### config.mk
export PLATFORM = sky130hd
export DESIGN_NAME = pin_filter_bank
export DESIGN_NICKNAME = d
export VERILOG_FILES = /design/src/rtl/pfb_pkg.sv /design/src/rtl/pfb_set_clr_reg.sv /design/src/rtl/pfb_sync.sv /design/src/rtl/pfb_divider.sv /design/src/rtl/pfb_line_filter.sv /design/src/rtl/pin_filter_bank.sv
export SDC_FILE = /design/constraint.sdc
export NUM_CORES = 1
export LEC_CHECK = 0
export BUFFER_PORTS_ARGS = -buffer_cell sky130_fd_sc_hd__clkbuf_2
export CORE_ASPECT_RATIO = 1.75
export CORE_UTILIZATION = 54
export DETAILED_ROUTE_END_ITERATION = 8
export MAX_ROUTING_LAYER = met4
export PLACE_DENSITY = 0.85
export REMOVE_ABC_BUFFERS = 1
export SETUP_SLACK_MARGIN = 0.1
export SYNTH_ARGS = -nofsm -noshare
export SYNTH_HDL_FRONTEND = slang
export SYNTH_SLANG_ARGS = --single-unit
### constraint.sdc
create_clock -name clk -period 2.4 [get_ports clk]
set_input_delay 0.12 -clock clk [delete_from_list [all_inputs] [get_ports clk]]
set_output_delay 0.12 -clock clk [all_outputs]
set_load 0.05 [all_outputs]
### src/rtl/pfb_pkg.sv
package pfb_pkg;

   typedef enum logic {
      MODE_GLITCH   = 1'b0,
      MODE_DEBOUNCE = 1'b1
   } flt_mode_e;

   // Terminal count of the divider: 2*(div+1) strobes means counts 0 .. 2*div+1
   function automatic int unsigned div_limit(input int unsigned div);
      return 2 * div + 1;
   endfunction

endpackage

### src/rtl/pfb_set_clr_reg.sv
module pfb_set_clr_reg #(
   parameter int W = 32
) (
   input  logic         clk,
   input  logic         rst_n,
   input  logic [W-1:0] set_i,
   input  logic [W-1:0] clr_i,
   output logic [W-1:0] q_o
);

   logic [W-1:0] state_q;

   always_ff @(posedge clk or negedge rst_n) begin
      if (!rst_n) state_q <= '0;
      else        state_q <= (state_q | set_i) & ~clr_i;
   end

   assign q_o = state_q;

   // set strobes take effect unless cleared in the same cycle
   a_r1_set_applies: assert property (@(posedge clk) disable iff (!rst_n)
      1'b1 |=> ((q_o & $past(set_i & ~clr_i)) == $past(set_i & ~clr_i)));

   // clear strobes always win
   a_r2_clear_wins: assert property (@(posedge clk) disable iff (!rst_n)
      1'b1 |=> ((q_o & $past(clr_i)) == '0));

   // bits with zero strobes are untouched
   a_r1_zero_no_effect: assert property (@(posedge clk) disable iff (!rst_n)
      1'b1 |=> (((q_o ^ $past(q_o)) & ~$past(set_i | clr_i)) == '0));

endmodule

### src/rtl/pfb_sync.sv
module pfb_sync #(
   parameter int W      = 32,
   parameter int STAGES = 2
) (
   input  logic         clk,
   input  logic         rst_n,
   input  logic         run_i,
   input  logic [W-1:0] d_i,
   output logic [W-1:0] q_o
);

   logic [W-1:0] stg_q [STAGES];

   for (genvar k = 0; k < STAGES; k++) begin : g_stage
      logic [W-1:0] src;
      if (k == 0) begin : g_first
         assign src = d_i;
      end else begin : g_next
         assign src = stg_q[k-1];
      end
      always_ff @(posedge clk or negedge rst_n) begin
         if (!rst_n)     stg_q[k] <= '0;
         else if (run_i) stg_q[k] <= src;
      end
   end

   assign q_o = stg_q[STAGES-1];

endmodule

### src/rtl/pfb_divider.sv
module pfb_divider #(
   parameter int DIV_W = 8
) (
   input  logic             clk,
   input  logic             rst_n,
   input  logic             run_i,
   input  logic             slow_tick_i,
   input  logic [DIV_W-1:0] div_i,
   output logic             div_tick_o
);

   localparam int CW = DIV_W + 1;

   logic [CW-1:0] cnt_q;
   logic [CW-1:0] limit;
   logic          step;

   assign limit      = CW'(pfb_pkg::div_limit(int'(div_i)));
   assign step       = run_i && slow_tick_i;
   assign div_tick_o = step && (cnt_q >= limit);

   always_ff @(posedge clk or negedge rst_n) begin
      if (!rst_n)          cnt_q <= '0;
      else if (div_tick_o) cnt_q <= '0;
      else if (step)       cnt_q <= cnt_q + 1'b1;
   end

   // between ticks the count advances by one per slow strobe
   a_r9_count_steps: assert property (@(posedge clk) disable iff (!rst_n)
      (step && !div_tick_o) |=> (cnt_q == $past(cnt_q) + 1'b1));

   // after a tick the period restarts
   a_r9_restart: assert property (@(posedge clk) disable iff (!rst_n)
      div_tick_o |=> (cnt_q == '0));

endmodule

### src/rtl/pfb_line_filter.sv
module pfb_line_filter
   import pfb_pkg::*;
(
   input  logic clk,
   input  logic rst_n,
   input  logic run_i,
   input  logic en_i,
   input  logic mode_i,
   input  logic div_tick_i,
   input  logic pin_s_i,
   output logic data_o
);

   flt_mode_e mode;
   logic      smp_q;
   logic      filt_q;
   logic      tick;

   assign mode = flt_mode_e'(mode_i);
   assign tick = run_i && ((mode == MODE_GLITCH) ? 1'b1 : div_tick_i);

   always_ff @(posedge clk or negedge rst_n) begin
      if (!rst_n) begin
         smp_q  <= 1'b0;
         filt_q <= 1'b0;
      end else if (run_i && !en_i) begin
         smp_q  <= pin_s_i;
         filt_q <= pin_s_i;
      end else if (tick) begin
         smp_q <= pin_s_i;
         if (smp_q == pin_s_i) filt_q <= pin_s_i;
      end
   end

   assign data_o = en_i ? filt_q : pin_s_i;

   // while filtering, the output moves only on a tick with two agreeing samples
   a_r8_change_on_agreed_tick: assert property (@(posedge clk) disable iff (!rst_n)
      (en_i && $past(en_i) && (filt_q != $past(filt_q)))
         |-> ($past(tick) && ($past(smp_q) == filt_q) && ($past(pin_s_i) == filt_q)));

endmodule

### src/rtl/pin_filter_bank.sv
module pin_filter_bank #(
   parameter int N_LINES     = 32,
   parameter int DIV_W       = 8,
   parameter int SYNC_STAGES = 2
) (
   input  logic               clk,
   input  logic               rst_n,
   input  logic               clk_en_i,
   input  logic               slow_tick_i,
   input  logic [DIV_W-1:0]   div_i,
   input  logic [N_LINES-1:0] flt_set_i,
   input  logic [N_LINES-1:0] flt_clr_i,
   input  logic [N_LINES-1:0] mode_set_i,
   input  logic [N_LINES-1:0] mode_clr_i,
   input  logic [N_LINES-1:0] pin_i,
   output logic [N_LINES-1:0] periph_o,
   output logic [N_LINES-1:0] data_o,
   output logic [N_LINES-1:0] chg_o,
   output logic [N_LINES-1:0] flt_en_o,
   output logic [N_LINES-1:0] mode_o
);

   if (N_LINES < 1 || N_LINES > 1024) begin : g_bad_lines
      $error("pin_filter_bank: N_LINES out of range");
   end
   if (DIV_W < 1 || DIV_W > 30) begin : g_bad_div
      $error("pin_filter_bank: DIV_W out of range");
   end
   if (SYNC_STAGES < 2) begin : g_bad_sync
      $error("pin_filter_bank: SYNC_STAGES must be at least 2");
   end

   logic [N_LINES-1:0] pin_s;
   logic [N_LINES-1:0] prev_q;
   logic               div_tick;

   assign periph_o = pin_i;

   pfb_set_clr_reg #(.W(N_LINES)) u_en_reg (
      .clk   (clk),
      .rst_n (rst_n),
      .set_i (flt_set_i),
      .clr_i (flt_clr_i),
      .q_o   (flt_en_o)
   );

   pfb_set_clr_reg #(.W(N_LINES)) u_mode_reg (
      .clk   (clk),
      .rst_n (rst_n),
      .set_i (mode_set_i),
      .clr_i (mode_clr_i),
      .q_o   (mode_o)
   );

   pfb_sync #(.W(N_LINES), .STAGES(SYNC_STAGES)) u_sync (
      .clk   (clk),
      .rst_n (rst_n),
      .run_i (clk_en_i),
      .d_i   (pin_i),
      .q_o   (pin_s)
   );

   pfb_divider #(.DIV_W(DIV_W)) u_div (
      .clk         (clk),
      .rst_n       (rst_n),
      .run_i       (clk_en_i),
      .slow_tick_i (slow_tick_i),
      .div_i       (div_i),
      .div_tick_o  (div_tick)
   );

   for (genvar i = 0; i < N_LINES; i++) begin : g_line
      pfb_line_filter u_flt (
         .clk        (clk),
         .rst_n      (rst_n),
         .run_i      (clk_en_i),
         .en_i       (flt_en_o[i]),
         .mode_i     (mode_o[i]),
         .div_tick_i (div_tick),
         .pin_s_i    (pin_s[i]),
         .data_o     (data_o[i])
      );
   end

   always_ff @(posedge clk or negedge rst_n) begin
      if (!rst_n)        prev_q <= '0;
      else if (clk_en_i) prev_q <= data_o;
   end

   assign chg_o = clk_en_i ? (data_o ^ prev_q) : '0;

   // a stopped controller clock freezes the synchronized pin
   a_r10_sync_frozen: assert property (@(posedge clk) disable iff (!rst_n)
      !clk_en_i |=> $stable(pin_s));

   // a change pulse never lasts two cycles on an unchanged value
   a_r11_single_pulse: assert property (@(posedge clk) disable iff (!rst_n)
      (clk_en_i && $past(clk_en_i) && $stable(data_o)) |-> (chg_o == '0));

endmodule

==> results of run 1 <==
[layer usage]
layer  track usage  vias to the layer above
met5             -                        -
met4         0.199                        0
met3        0.0360                      161
met2         0.540                      479
met1         0.308                     5656
li1              -                     5235
[per-stage QoR]
stage	worst slack, ns	hold WS (ns)	area [um2]	std cells	power [W]
global placement	0.247	0.200	13800	1809	0.00877
floorplan	-0.555	-0.176	11600	1160	0.00768
detailed placement	0.139	0.200	13800	1809	0.00891
finish	0.179	0.0807	16200	2012	0.0130
CTS	0.0675	0.0524	16200	2010	0.0129
global route	0.0723	0.0895	16200	2012	0.0136
[Yosys cell counts (2+ instances only)]
cell type  instances
dfrtp_1          233
nor2_1           230
o21ai_0          163
buf_4            128
inv_1             75
mux2_2            64
a21oi_1           37
clkbuf_1          37
xnor2_1           34
and2_1            33
a21boi_0          32
mux2i_1           32
nand2b_1          32
nand3b_1          32
nor2b_1           32
o2111ai_1         32
a32oi_1           31
o32ai_1           28
buf_2             15
ha_1               9
buf_6              4
nand2_1            4
o32ai_2            4
a21o_1             3
nand3_1            3
nand4_1            2
xor2_1             2
[kinds of logic after synthesis]
kind of cell / after synthesis
adder cells (fa/ha/maj): 9
flip-flops: 233
AND/OR/NAND/NOR: 374
AO/OA/AOI/OAI: 337
buffers and inverters: 259
XOR/XNOR: 36
multiplexers: 96
[registers in the layout, summed over array words and instances, names as in the netlist]
name	cells
g_line.u_flt.filt_q	32
g_line.u_flt.smp_q	32
prev_q	32
u_div.cnt_q	9
u_en_reg.q_o	32
u_mode_reg.q_o	32
u_sync.g_stage.src	32
u_sync.q_o	32
[final cells by class]
cell class,count,area share
tap,304,0.0235
timing repair buffer,506,0.213
clock inverter,8,0.00734
multi-input combinational,854,0.339
sequential,233,0.360
inverter,75,0.0174
clock buffer,32,0.0401
[final timing paths]
check	to	slack (ns)	cells past startpoint
setup / recovery	g_line[25].u_flt.smp_q	0.18	7
hold / removal	u_div.cnt_q[1]	0.08	3
setup reg to reg	g_line[25].u_flt.smp_q	0.18	7
hold reg to reg	u_sync.q_o[19]	0.51	1
max in group asynchronous	u_mode_reg.q_o[28]	1.43	3
min in group asynchronous	u_sync.q_o[13]	0.23	2
[worst min-delay path: cells and delay by family]
family / cells / cell delay [ns]
AND/OR/NAND/NOR: 1 / 0.20
buffers and inverters: 1 / 0.12
AO/OA/AOI/OAI: 1 / 0.11
[where the power goes]
| group | total, W | leakage, nW | internal, W | switching [W] |
|---|---|---|---|---|
| combinational | 0.00411 | 4.34 | 0.00148 | 0.00264 |
| clock | 0.00377 | 0.380 | 0.00221 | 0.00157 |
| sequential | 0.00516 | 2.81 | 0.00452 | 0.000640 |
[what timing repair did]
| item | CTS | global route |
|---|---|---|
| setup endpoints to repair | 12 | 70 |
| hold buffers | 161 | 0 |
| gates cloned | 0 | 2 |
| gates resized for setup | 0 | 5 |
| endpoints found under the hold margin | 183 | 0 |
| pin swaps | 1 | 0 |
==> reports/metrics.csv, run 1 <==
stage,metric,value,unit
run_status,outcome,"complete, no violations",
route,metal3 WL,1700,um
timing,RSZ-0062 raised after global routing,yes,
cts,clk sinks,233,
synthesis,top cell type's share of synthesized area,0.456,
timing,Final period util,0.926,
cts,"Clk Latency, worst-skew pair",0.52,ns
global_routing,grt total ovfl,0,
finish,Fillers,1564,
synthesis,yosys warns,0,
route,Routed WL,36500,um
finish,# diodes,0,
timing,Final Hold Fails,0,
route,vias per cell,5.73,
global_routing,global-route wire length before repair,57400,um
synthesis,Synth Register Bits,233,
synthesis,XOR/XNOR Fraction of Synth Area,0.0247,
route,drt pass-1 iters,7,
timing,Fmax,450,MHz
floorplanning,Initial Utilization,0.548,
global_routing,initial antenna violation count,0,
synthesis,Synth Area in Adders,0.00881,
min_path,HP Class,input pin to flop,
finish,"Core Util, Final",0.694,
global_routing,vias in the first global route,11900,
route,top routing layer in use,met4,
synthesis,Mapped Area,0.0128,mm2
run,maxcap violations,0,
synthesis,largest family of logic cells by synthesized area,compound AO/OA/AOI/OAI gates,
synthesis,ranking of synthesized cells by area,"dfrtp_1 (46%), buf_4 (7.5%), nor2_1 (6.8%)",
timing,Pins Over Slew Limit,0,
power_and_ir_drop,Peak supply drop,0.000628,V
synthesis,Netlist cell types,40,
synthesis,post-synthesis compound-gate area fraction,0.171,
floorplanning,Core ar.,0.0233,mm2
setup_path,Crit path max-delay family,compound AO/OA/AOI/OAI gates,
finish,area occupied by multi-input gates,0.00549,mm2
synthesis,Syn Area/Cell,9.51,um2
power_and_ir_drop,Pwr Density,805,mW/mm2
synthesis,dominant cell type by area after synthesis,dfrtp_1,
setup_path,Crit. Startpoint,u_div.cnt_q[3],
synthesis,multiplexer area fraction after synthesis,0.0814,
global_routing,Global Route Usage Sum,0.301,
route,Metal-1 WL,12900,um
synthesis,post-synthesis sequential area ratio,0.456,
cts,Clock Path Buffers,3,
timing,Clock Skews,0.0178,ns
synthesis,fraction of registers with async set/reset,1.00,
global_routing,largest net degree at the start of global routing,121,
place,post-DP HPWL,19600,um
setup_path,WP data required,2.78,ns
setup_path,CP Capture Type,flop,
finish,"leading cell type in the layout, fill and taps excluded",clkbuf_2,
finish,layout cells sized above 1,0.268,
synthesis,Post-synth EDFFs,0,
cts,CTS buffer count,22,
cts,H-tree depth,1,
cts,Root Buffer,clkbuf_16,
cts,number of setup buffers added after CTS,0,
setup_path,CP max stage delay,0.42,ns
finish,Reg area,0.00583,mm2
timing,Worst Tran Pin Value,0.730,ns
setup_path,Startpoint Class,flop,
setup_path,crit-path max FO,38,
setup_path,CP max-delay cell,dfrtp_1,
floorplanning,Die Y,206,um
setup_path,Setup CP Type,flop to flop,
route,Vias,11500,
synthesis,"Top FF cell, synth",dfrtp_1,
synthesis,Simple-Gate Fraction of Synth Area,0.141,
place,GP Congestion,0.790,
synthesis,Post-Synthesis Cells,1344,
timing,Max-slew headroom,0.513,
cts,CTS tree,built,
route,drt drc,0,
floorplanning,I/O pin total,332,
finish,Area Overhead vs Synth,26.7,%
timing,setup violators final,0,
place,port bufs,331,
cts,clk slew on worst S/H paths,0.07,ns
floorplanning,die width,118,um
route,DRT iter0 DRCs,880,
setup_path,CP Cell Sequence,"ha_1, o21ai_0, a21oi_1, a211o_2, buf_4, nor2_1, o32ai_2",
finish,Nets,1873,
power_and_ir_drop,P_leak,7.54,nW
route,Routed WL per cell,18.2,um
floorplanning,Die Area,0.0243,mm2
timing,final setup TNS,0,ns
min_path,Worst Min Path Start,slow_tick_i,
floorplanning,num rows,74,
setup_path,Reg2Reg Launch Point,u_div.cnt_q[3],
finish,most frequent cells in the layout,"clkbuf_2 (329), dfrtp_1 (233), nor2_1 (230), o21ai_0 (163), dlygate4sd3_1 (161)",
route,Routed Antenna Nets,0,
timing,min Tclk post-route,2.22,ns
setup_path,worst path bufs/invs,1,
setup_path,Worst Path Arrival,2.60,ns
route,met2 routed WL,19800,um
(Power assumes the default switching activity.)
==> inputs of run 2 (changes only) <==
--- a/config.mk
+++ b/config.mk
@@ -13,6 +13,7 @@
 export PLACE_DENSITY = 0.85
 export REMOVE_ABC_BUFFERS = 1
 export SETUP_SLACK_MARGIN = 0.1
+export SLEW_MARGIN = 30
 export SYNTH_ARGS = -nofsm -noshare
 export SYNTH_HDL_FRONTEND = slang
 export SYNTH_SLANG_ARGS = --single-unit
==> constraint.sdc (replaced) <==
create_clock -name clk -period 2.4 [get_ports clk]
set_input_delay 0.12 -clock clk [delete_from_list [all_inputs] [get_ports clk]]
set_output_delay 0.12 -clock clk [all_outputs]
set_load 0.1 [all_outputs]
==> run 2 against run 1 <==
  * Clock power rose by 3%
  * First-iteration DRC count fell by 17%
  * Critical endpoint is now g_line[8].u_flt.smp_q
  * Combinational power rose by 35%
  * Largest cell class unchanged
  * Power rose by 12%
  * Sequential share of layout area fell by 0.23 points
  * Clock-buffer cell count fell by 3
==> reports/metrics.csv, run 2 (synthesis gave the netlist of run 1 again) <==
stage,metric,value,unit,change
place,port bufs,331,,unchanged
setup_path,Crit. Startpoint,u_div.cnt_q[6],,
cts,Root Buffer,clkbuf_16,,
power_and_ir_drop,Peak supply drop,0.000825,V,+32%
timing,fin worst setup slack,0.119,ns,-0.0600 ns
setup_path,Setup CP Type,flop to flop,,
setup_path,Stages on worst setup path,6,,-1
cts,clk slew on worst S/H paths,0.07,ns,about the same
finish,"leading cell type in the layout, fill and taps excluded",clkbuf_2,,
timing,RSZ-0062 raised after global routing,yes,,
place,"worst slack, placed",0.119,ns,-0.0203 ns
timing,Pins Over Slew Limit,0,,unchanged
global_routing,Global Route Usage Sum,0.298,,-0.00297
finish,layout cells sized above 1,0.271,,+0.00266
cts,H-tree depth,1,,unchanged
setup_path,CP endpoint,g_line[8].u_flt.smp_q,,
floorplanning,Core ar.,0.0233,mm2,unchanged
setup_path,Reg2Reg Launch Point,u_div.cnt_q[6],,
floorplanning,Initial Utilization,0.548,,unchanged
finish,Fillers,1532,,-2.0%
timing,Clock Skews,0.0129,ns,-0.00495 ns
setup_path,reg-to-reg setup timing slack,0.12,ns,-0.06 ns
finish,non-filler instance count after layout,2013,,+0.050%
route,Vias,11500,,-0.035%
timing,Final period util,0.951,,+0.0250
power_and_ir_drop,Pwr Density,896,mW/mm2,+11%
global_routing,global-route wire length before repair,56500,um,-1.6%
finish,cell area after layout,0.0163,mm2,+0.63%
setup_path,Crit path max-delay family,compound AO/OA/AOI/OAI gates,,
run_status,outcome,"complete, no violations",,
place,DP Area,0.0138,mm2,about the same
place,GP Congestion,0.779,,-1.5%
place,post-DP HPWL,19800,um,+0.84%
cts,CTS buffer count,23,,+4.5%
timing,Worst Tran Pin Value,0.825,ns,+0.0950 ns
cts,Clock Path Buffers,3,,unchanged
setup_path,Startpoint Class,flop,,
route,drt drc,0,,unchanged
timing,setup violators final,0,,unchanged
route,Routed Antenna Nets,0,,unchanged
route,Routed WL per cell,18.0,um,-0.69%
route,vias per cell,5.73,,about the same
finish,most frequent cells in the layout,"clkbuf_2 (300), dfrtp_1 (233), nor2_1 (230), dlygate4sd3_1 (161), o21ai_0 (158)",,
global_routing,grt total ovfl,0,,unchanged
route,drt pass-1 iters,7,,unchanged
setup_path,Crit Reg-Reg Endpoint,g_line[8].u_flt.smp_q,,
floorplanning,Die Y,206,um,unchanged
global_routing,largest net degree at the start of global routing,88,,-27%
setup_path,worst path bufs/invs,0,,-1
timing,Max-slew headroom,0.450,,-0.0634
setup_path,CP max-delay cell,dfrtp_1,,
timing,Final Hold Fails,0,,unchanged
setup_path,Worst Path Arrival,2.69,ns,+0.09 ns
timing,Fmax,438,MHz,-2.6%
setup_path,Reg2Reg Depth,6,,-1
cts,CTS tree,built,,
route,DRT iter0 DRCs,727,,-17%
floorplanning,num rows,74,,unchanged
place,dpl cells,1808,,-0.055%
setup_path,crit-path max FO,68,,+79%
finish,"Core Util, Final",0.699,,+0.00440
floorplanning,I/O pin total,332,,unchanged
run,maxcap violations,0,,unchanged
cts,"Clk Latency, worst-skew pair",0.52,ns,about the same
global_routing,initial antenna violation count,3,,+3
setup_path,CP max stage delay,0.42,ns,about the same
setup_path,CP Capture Type,flop,,
setup_path,WP data required,2.81,ns,+0.03 ns
route,Routed WL,36300,um,-0.64%
min_path,HP Class,input pin to flop,,
floorplanning,die width,118,um,unchanged
setup_path,CP Cell Sequence,"ha_1, a211oi_1, nor2_1, a211o_2, and2_4, o32ai_1",,
timing,min Tclk post-route,2.28,ns,+0.0600 ns
finish,Nets,1871,,-0.11%
power_and_ir_drop,P_leak,7.53,nW,about the same
cts,clk sinks,233,,unchanged
finish,Area Overhead vs Synth,27.5,%,
floorplanning,Die Area,0.0243,mm2,unchanged
global_routing,vias in the first global route,11700,,-1.1%
[run 2: cell count changes in the layout (fill, tap and decap cells not counted), moves of 2 or more]
cell and change:
mux2i_1 -4, clkbuf_2 -29, clkbuf_4 +21, clkinvlp_4 +4
clkbuf_1 -2, o21ai_1 +5, buf_2 +6, diode_2 +3
o21ai_0 -5, and2_4 -2, mux2i_2 +4
[run 2: worst min path at each step]
| stage | to | start | cells after the start | slack [ns] |
|---|---|---|---|---|
| 3_5_place_dp | u_en_reg.q_o[13] | rst_n | 1 | 0.10 |
| 5_1_grt | u_div.cnt_q[6] | slow_tick_i | 5 | 0.11 |
| 3_3_place_gp | u_en_reg.q_o[13] | rst_n | 1 | 0.1 |
| 6_report | u_div.cnt_q[1] | slow_tick_i | 3 | 0.09 |
| 2_1_floorplan | g_line[0].u_flt.filt_q | rst_n | 0 | -0.18 |
| 4_1_cts | u_div.cnt_q[6] | slow_tick_i | 5 | 0.07 |
[run 2: where the power goes]
| part | internal, W | leakage, nW | switching (W) |
|---|---|---|---|
| registers | 0.00452 | 2.81 | 0.000651 |
| logic | 0.00153 | 4.34 | 0.00402 |
| clock network | 0.00229 | 0.381 | 0.00161 |
| total | 0.00834 | 7.53 | 0.00628 |
[run 2: area by class of cell]
cell class                      instances  area [um2]  area share
Inverter                               75         282      0.0173
Tap cell                              304         380      0.0233
Antenna cell                            3        7.51    0.000460
Clock inverter                         12         170      0.0104
Timing Repair Buffer                  505        3520       0.216
Multi-Input combinational cell        852        5490       0.337
Clock buffer                           29         628      0.0385
Sequential cell                       233        5830       0.358
[run 2: routing by layer]
layer	GRT usage	share of wire	vias to the layer above
met5	-	0	-
met4	0.187	0.058	0
met2	0.542	0.54	457
met3	0.0396	0.044	155
met1	0.300	0.36	5680
li1	-	-	5235
[run 2: repair_timing]
action / CTS / global route
hold buffers: 161 / 0
endpoints found under the hold margin: 165 / 0
resized for setup: 4 / 52
buffers inserted: 0 / 0
setup endpoints to repair: 4 / 88
pin swaps: 0 / 1
[run 2: metrics by stage]
stage	hold slack, ns	setup TNS (ns)	total power (W)
3_5_place_dp	0.100	0	0.0103
6_report	0.0888	0	0.0146
3_3_place_gp	0.0987	0	0.0101
4_1_cts	0.0682	0	0.0144
2_1_floorplan	-0.176	-37.51	0.00894
5_1_grt	0.106	0	0.0152
[run 2: tightest hold or removal path: cells and delay by family]
kind | cells | cell delay [ns]
AOI/OAI and AO/OA | 1 | 0.11
buffers and inverters | 1 | 0.13
and+or+nand+nor | 1 | 0.20
